### src/rtl/blit_pkg.sv
package blit_pkg;

    // Pixels per sprite row (one byte)
    localparam int PIX_W = 8;
    localparam int COL_W = $clog2(PIX_W);

    typedef enum logic [2:0] {
        ST_IDLE,
        ST_FETCH,   // sprite byte read issued
        ST_LOAD,    // sprite byte arrives
        ST_PRD,     // frame-buffer pixel read issued
        ST_PWR,     // pixel written back
        ST_CLR      // blanking sweep
    } blit_state_e;

    typedef struct packed {
        logic wbit;  // new pixel value
        logic hit;   // lit pixel switched off
    } pix_res_t;

    // Pick the sprite bit for a column; leftmost pixel is the MSB
    function automatic logic sprite_bit(input logic [PIX_W-1:0] row_byte,
                                        input logic [COL_W-1:0] col);
        logic [COL_W-1:0] sel;
        sel = COL_W'(PIX_W - 1) - col;
        return row_byte[sel];
    endfunction

endpackage

### src/rtl/blit_seq.sv
module blit_seq
    import blit_pkg::*;
#(
    parameter int FB_W  = 64,
    parameter int FB_H  = 32,
    parameter int CNT_W = 4,
    localparam int FBA_W = $clog2(FB_W) + $clog2(FB_H)
) (
    input  logic              clk,
    input  logic              rst,
    input  logic              go_draw,
    input  logic              go_clear,
    input  logic [CNT_W-1:0]  n_rows,
    output blit_state_e       state,
    output logic [CNT_W-1:0]  row_idx,
    output logic [COL_W-1:0]  col_idx,
    output logic [FBA_W-1:0]  clr_idx,
    output logic              done
);

    localparam logic [FBA_W-1:0] LAST_PIX = FBA_W'(FB_W * FB_H - 1);
    localparam logic [COL_W-1:0] LAST_COL = COL_W'(PIX_W - 1);

    logic [CNT_W-1:0] rows_q;
    logic             last_row;

    assign last_row = ({1'b0, row_idx} + 1'b1) == {1'b0, rows_q};

    always_ff @(posedge clk) begin
        if (rst) begin
            state   <= ST_IDLE;
            row_idx <= '0;
            col_idx <= '0;
            clr_idx <= '0;
            rows_q  <= '0;
            done    <= 1'b0;
        end else begin
            done <= 1'b0;
            unique case (state)
                ST_IDLE: begin
                    if (go_clear) begin
                        state   <= ST_CLR;
                        clr_idx <= '0;
                    end else if (go_draw) begin
                        if (n_rows == '0) begin
                            done <= 1'b1;
                        end else begin
                            state   <= ST_FETCH;
                            rows_q  <= n_rows;
                            row_idx <= '0;
                            col_idx <= '0;
                        end
                    end
                end
                ST_FETCH: state <= ST_LOAD;
                ST_LOAD: begin
                    state   <= ST_PRD;
                    col_idx <= '0;
                end
                ST_PRD: state <= ST_PWR;
                ST_PWR: begin
                    if (col_idx == LAST_COL) begin
                        if (last_row) begin
                            state <= ST_IDLE;
                            done  <= 1'b1;
                        end else begin
                            row_idx <= row_idx + 1'b1;
                            state   <= ST_FETCH;
                        end
                    end else begin
                        col_idx <= col_idx + 1'b1;
                        state   <= ST_PRD;
                    end
                end
                ST_CLR: begin
                    if (clr_idx == LAST_PIX) begin
                        state <= ST_IDLE;
                        done  <= 1'b1;
                    end else begin
                        clr_idx <= clr_idx + 1'b1;
                    end
                end
                default: state <= ST_IDLE;
            endcase
        end
    end

    // completion is only signalled from the idle state
    assert_done_idle_R9: assert property (@(posedge clk) disable iff (rst)
        done |-> state == ST_IDLE);

    // the row counter never runs past the latched height
    assert_row_bound_R2: assert property (@(posedge clk) disable iff (rst)
        (state inside {ST_FETCH, ST_LOAD, ST_PRD, ST_PWR}) |-> row_idx < rows_q);

endmodule

### src/rtl/blit_pix.sv
module blit_pix
    import blit_pkg::*;
#(
    parameter int FB_W  = 64,
    parameter int FB_H  = 32,
    parameter int CNT_W = 4,
    localparam int XW    = $clog2(FB_W),
    localparam int YW    = $clog2(FB_H),
    localparam int FBA_W = XW + YW
) (
    input  logic [XW-1:0]    ox,
    input  logic [YW-1:0]    oy,
    input  logic [CNT_W-1:0] row_idx,
    input  logic [COL_W-1:0] col_idx,
    input  logic [PIX_W-1:0] row_byte,
    input  logic             dst_bit,
    output logic [FBA_W-1:0] fb_idx,
    output pix_res_t         res
);

    logic [XW-1:0] px;
    logic [YW-1:0] py;
    logic          src;

    // Power-of-two sizes make the modulo a plain truncation
    assign px     = ox + XW'(col_idx);
    assign py     = oy + YW'(row_idx);
    assign fb_idx = {py, px};

    assign src      = sprite_bit(row_byte, col_idx);
    assign res.wbit = src ^ dst_bit;
    assign res.hit  = src & dst_bit;

endmodule

### src/rtl/sprite_blitter.sv
module sprite_blitter
    import blit_pkg::*;
#(
    parameter int FB_W   = 64,
    parameter int FB_H   = 32,
    parameter int ADDR_W = 12,
    parameter int CNT_W  = 4,
    localparam int XW    = $clog2(FB_W),
    localparam int YW    = $clog2(FB_H),
    localparam int FBA_W = XW + YW
) (
    input  logic              clk,
    input  logic              rst,
    input  logic              start,
    input  logic              cmd_clear,
    input  logic [XW-1:0]     org_x,
    input  logic [YW-1:0]     org_y,
    input  logic [CNT_W-1:0]  n_rows,
    input  logic [ADDR_W-1:0] spr_addr,
    output logic              mem_rd,
    output logic [ADDR_W-1:0] mem_addr,
    input  logic [PIX_W-1:0]  mem_rdata,
    output logic              fb_rd,
    output logic              fb_we,
    output logic [FBA_W-1:0]  fb_addr,
    input  logic              fb_rdata,
    output logic              fb_wdata,
    output logic              busy,
    output logic              done,
    output logic              collision
);

    blit_state_e       state;
    logic [CNT_W-1:0]  row_idx;
    logic [COL_W-1:0]  col_idx;
    logic [FBA_W-1:0]  clr_idx;
    logic [FBA_W-1:0]  pix_idx;
    pix_res_t          pres;

    logic              idle;
    logic              go_draw;
    logic              go_clear;

    logic [XW-1:0]     ox_q;
    logic [YW-1:0]     oy_q;
    logic [ADDR_W-1:0] base_q;
    logic [PIX_W-1:0]  byte_q;
    logic              coll_q;

    assign idle     = (state == ST_IDLE);
    assign go_draw  = idle && start && !cmd_clear;
    assign go_clear = idle && start && cmd_clear;

    blit_seq #(
        .FB_W  (FB_W),
        .FB_H  (FB_H),
        .CNT_W (CNT_W)
    ) u_seq (
        .clk      (clk),
        .rst      (rst),
        .go_draw  (go_draw),
        .go_clear (go_clear),
        .n_rows   (n_rows),
        .state    (state),
        .row_idx  (row_idx),
        .col_idx  (col_idx),
        .clr_idx  (clr_idx),
        .done     (done)
    );

    blit_pix #(
        .FB_W  (FB_W),
        .FB_H  (FB_H),
        .CNT_W (CNT_W)
    ) u_pix (
        .ox       (ox_q),
        .oy       (oy_q),
        .row_idx  (row_idx),
        .col_idx  (col_idx),
        .row_byte (byte_q),
        .dst_bit  (fb_rdata),
        .fb_idx   (pix_idx),
        .res      (pres)
    );

    // Request capture and collision accumulation
    always_ff @(posedge clk) begin
        if (rst) begin
            ox_q   <= '0;
            oy_q   <= '0;
            base_q <= '0;
            byte_q <= '0;
            coll_q <= 1'b0;
        end else begin
            if (go_draw) begin
                ox_q   <= org_x;
                oy_q   <= org_y;
                base_q <= spr_addr;
                coll_q <= 1'b0;
            end
            if (state == ST_LOAD) begin
                byte_q <= mem_rdata;
            end
            if (state == ST_PWR && pres.hit) begin
                coll_q <= 1'b1;
            end
        end
    end

    always_comb begin
        mem_rd   = (state == ST_FETCH);
        mem_addr = base_q + ADDR_W'(row_idx);
        fb_rd    = (state == ST_PRD);
        fb_we    = (state == ST_PWR) || (state == ST_CLR);
        fb_addr  = (state == ST_CLR) ? clr_idx : pix_idx;
        fb_wdata = (state == ST_CLR) ? 1'b0 : pres.wbit;
    end

    assign busy      = !idle;
    assign collision = coll_q;

    // read and write strobes never share a cycle
    assert_no_rw_overlap_R8: assert property (@(posedge clk) disable iff (rst)
        !(fb_rd && fb_we));

    // a draw write follows a read of the same pixel
    assert_rw_pair_R8: assert property (@(posedge clk) disable iff (rst)
        (state == ST_PWR) |-> ($past(fb_rd) && $past(fb_addr) == fb_addr));

    // a write with no preceding read is a blanking write of zero
    assert_clear_zero_R7: assert property (@(posedge clk) disable iff (rst)
        (fb_we && !$past(fb_rd)) |-> !fb_wdata);

    // the flag falls only when a draw has just been accepted
    assert_coll_fall_R6: assert property (@(posedge clk) disable iff (rst)
        $fell(collision) |-> $past(start && !busy && !cmd_clear));

    // done and busy are exclusive, and leaving busy raises done
    assert_done_not_busy_R9: assert property (@(posedge clk) disable iff (rst)
        done |-> !busy);
    assert_busy_exit_R9: assert property (@(posedge clk) disable iff (rst)
        $fell(busy) |-> done);

    // a start while busy leaves the captured request alone
    assert_ignore_start_R11: assert property (@(posedge clk) disable iff (rst)
        (busy && start) |=> ($stable(ox_q) && $stable(oy_q) && $stable(base_q)));

    // sprite reads only happen inside a draw
    assert_mem_in_op_R2: assert property (@(posedge clk) disable iff (rst)
        mem_rd |-> busy);

endmodule

### config.mk
export PLATFORM = sky130hd
export DESIGN_NAME = sprite_blitter
export DESIGN_NICKNAME = d
export VERILOG_FILES = /design/src/rtl/blit_pkg.sv /design/src/rtl/blit_seq.sv /design/src/rtl/blit_pix.sv /design/src/rtl/sprite_blitter.sv
export SDC_FILE = /design/constraint.sdc
export NUM_CORES = 1
export LEC_CHECK = 0
export ABC_AREA = 1
export BUFFER_PORTS_ARGS = -buffer_cell sky130_fd_sc_hd__buf_2
export CAP_MARGIN = 0
export CORE_MARGIN = 2
export CORE_UTILIZATION = 45
export DETAILED_ROUTE_END_ITERATION = 6
export GPL_TIMING_DRIVEN = 0
export PLACE_DENSITY = 0.74
export REMOVE_ABC_BUFFERS = 1
export SYNTH_ARGS = -nofsm -noshare
export SYNTH_HDL_FRONTEND = slang
export SYNTH_HIERARCHICAL = 1
export SYNTH_SLANG_ARGS = --single-unit
### constraint.sdc
create_clock -name clk -period 2.4 [get_ports clk]
set_input_delay 0.48 -clock clk [delete_from_list [all_inputs] [get_ports clk]]
set_output_delay 0.48 -clock clk [all_outputs]
set_load 0.005 [all_outputs]
==> impl_metrics.yaml <==
power:
  internal_power_mw: 2.38
  pwr-share-clk_pct: 25.2
  irDropWorstVdd_mv: 0.552
  p_leak_nw: 2.04
  seqPwrFrac_pct: 34.3
  switchingPower_mw: 1.59
  cellPowerDensity_nw_per_um2: 871
  pwr-share-comb_pct: 40.5
  total_power_mw: 3.97
  p_sw_share_pct: 40.0
finish:
  n_antenna_cell: 0
  utilization_pct: 56.1
  areaGrowthSynthToFinish_pct: 22.0
  multiInputGateArea_um2: 2350
  finalNonFillerCells: 731
  finalNetCount: 680
  nFillCells: 753
  drive_gt1_share_pct: 26.0
  register_area_um2: 1190
critical_path:
  criticalPathCategory: "reg -> out"
  reg2reg_depth: 9
  cp_cell_sequence: "ha_4 > inv_2 > fa_2 > buf_4 > xnor2_1 > mux2_4 > buf_6"
  critPathRequiredTime_ns: 1.92
  cp_num_cells: 7
  slowest_stage: "dfxtp_4"
  critPathLaunchType: "register"
  cpLargestDelayFamily: "adder cells"
  crit_fanout: 4
  crit_buf_inv: 3
  cp.arrival_ns: 1.92
  end_kind: "primary output"
  max_stage_delay_ns: 0.40
detailed_routing:
  ant_nets: 0
  dr.pass1.iters: 5
  drt_iter0_drc: 166
  postRouteWirelength_mm: 9.73
  drc: 0
  via_per_inst: 5.25
  wl_per_cell_um: 13.3
  vias: 3836
placed_design:
  port_buffers: 69
  gp_congestion: 0.897
  post-place-ws_ns: -0.104
  dp_hpwl_mm: 6.62
  dp.cells: 708
logic_synthesis:
  synthFlopType: "dfxtp_1"
  synth-seq-cells: 58
  synth.distinct_cells: 42
  synthTopCellsByArea: "dfxtp_1 31%, nand2_1 17%, a21oi_1 7.1%"
  synth_area_leader_cell: "dfxtp_1"
  ys_seq_area_share_pct: 31.0
  synthCells: 548
  yosysTopAreaCellShare_pct: 31.0
  avgSynthCellArea_um2: 6.82
  async_flop_share_pct: 0
  yosys_warnings: 6
  netlist_area_um2: 3740
  synth_enable_flop_cells: 0
status:
  outcome: "complete, no violations"
clock_network:
  cts_root_buffer: "clkbuf_8"
  insertion_delay_ns: 0.34
  h-tree-depth: 3
  cts_sinks: 58
  cts_tree: "yes"
  cts_buffer_depth: 2
  clk_pin_slew_ns: 0.07
  tritoncts.num_buffers: 9
grt:
  grt_antenna_before_repair: 0
  grt_pass1_vias: 3466
  grt_first_pass_wirelength_mm: 15.3
  track_usage_pct: 21.2
  grt_overflow: 0
  grt_max_degree: 46
timing:
  fmax_mhz: 417
  period_needed_ns: 2.40
  max_slew_margin_pct: 40.4
  max_slew.worst_pin.slew_ns: 0.894
  setup_viol: 0
  finalCritPeriodShare_pct: 99.8
  drv_slew: 0
  whs_ns: 0.378
  hold_violations: 0
  rsz0062_at_grt: "true"
  worst_slack_ns: 0.00442
  skew_ns: 0.00865
floorplan:
  die_w_um: 95.2
  ios: 70
  num_rows: 33
  dieArea_um2: 9060
  die_h_um: 95.2
  core_um2: 8130
  start_util_pct: 46.0
min_path:
  hp-class: "in -> reg"
  whs_path_depth: 3
run:
  max-cap-violations: 0
-- Yosys cell counts (4+ instances only) --
cell,instances
nand2_1,173
inv_1,61
dfxtp_1,58
a21oi_1,53
nand3_1,39
nor2_1,29
nand4_1,19
ha_1,16
mux2_2,11
o21ai_0,10
nand2_2,7
xor2_1,7
clkbuf_1,6
inv_2,5
nand3b_1,5
xnor2_1,5
buf_2,4
nor2_4,4
-- power groups by stage --
stage                     combinational, mW  sequential [mW]  clock [mW]
after floorplan                        1.08             1.30           0
after global placement                 1.43             1.36           0
after detailed placement               1.47             1.36           0
after CTS                              1.52             1.34        1.02
after global routing                   1.82             1.39        1.06
final                                  1.61             1.36        1.00
-- per-stage QoR --
stage | area (µm²) | setup TNS (ns)
final | 4560 | 0
after global routing | 4560 | -0.242
after CTS | 4450 | -0.0257
after detailed placement | 4140 | -0.576
after global placement | 4140 | -0.218
after floorplan | 3660 | 0
-- flip-flops by register name (all words and copies together) (netlist names) --
signal,count
base_q,12
u_seq/clr_idx,11
byte_q,8
ox_q,6
oy_q,5
u_seq/row_idx,4
u_seq/rows_q,4
u_seq/col_idx,3
u_seq/state,3
collision,1
u_seq/done,1
-- cells in the final DEF (no fill, tap or decap), types with 6 or more instances in the layout --
master    netlist  final
a21oi_1        53     53
buf_2           4     66
buf_4           2      6
clkbuf_8        0     10
dfxtp_1        58     47
dfxtp_2         0      6
ha_1           16     11
inv_1          61     58
inv_2           5      8
mux2_2         11      8
nand2_1       173    171
nand2_2         7      9
nand3_1        39     36
nand3_2         3      6
nand4_1        19     19
nor2_1         29     28
o21ai_0        10     10
xor2_1          7      7
-- worst reg2reg max path, stage by stage, from the launching register on --
cell and delay [ns]:
dfxtp_2 0.40, inv_2 0.28, nand4_4 0.32, clkinv_4 0.30, nand3_1 0.21, a21oi_2 0.23, nand2_2 0.12, nand2_1 0.08
nand2_1 0.06, nor2_1 0.10
-- repair_timing --
item / in CTS / in global routing
pin swaps: 4 / 11
cloned: 0 / 1
endpoints found under the setup margin: 23 / 24
hold endpoints to repair: 0 / 0
gates resized for setup: 20 / 24
hold buffers: 0 / 0
setup buffers: 3 / 3
-- worst paths after layout --
check	slack (ns)	from	to
max	0.004	u_seq/row_idx[0]	fb_addr[8]
min	0.38	spr_addr[6]	base_q[6]
max reg2reg	0.23	u_seq/state[2]	u_seq/row_idx[2]
min reg2reg	0.47	byte_q[0]	byte_q[0]
-- cell type report --
type	instances	area share [%]
Clock inverter	5	1.70
Sequential cell	58	26.0
Clock buffer	11	3.10
Multi-Input combinational cell	409	51.6
Tap cell	105	2.88
Inverter	68	5.76
Timing Repair Buffer	75	8.97
-- cells by family (layout without fill, tap and decap cells) --
kind of cell	after synthesis	after routing	share of synthesized area (%)
xor+xnor	12	12	2.81
compound gates	74	74	10.9
simple gates	292	293	35.9
fa+ha+maj	19	19	6.96
buf+inv	82	159	9.07
flops	58	58	31.0
mux	11	11	3.31
-- routing by layer --
layer | up-vias | routed length, µm | track usage (%)
li1 | 1932 | - | -
met1 | 1772 | 4340 | 26.5
met2 | 117 | 4630 | 36.2
met3 | 15 | 641 | 3.24
met4 | 0 | 119 | 9.18
met5 | - | 0 | 0
(Power assumes the default switching activity.)
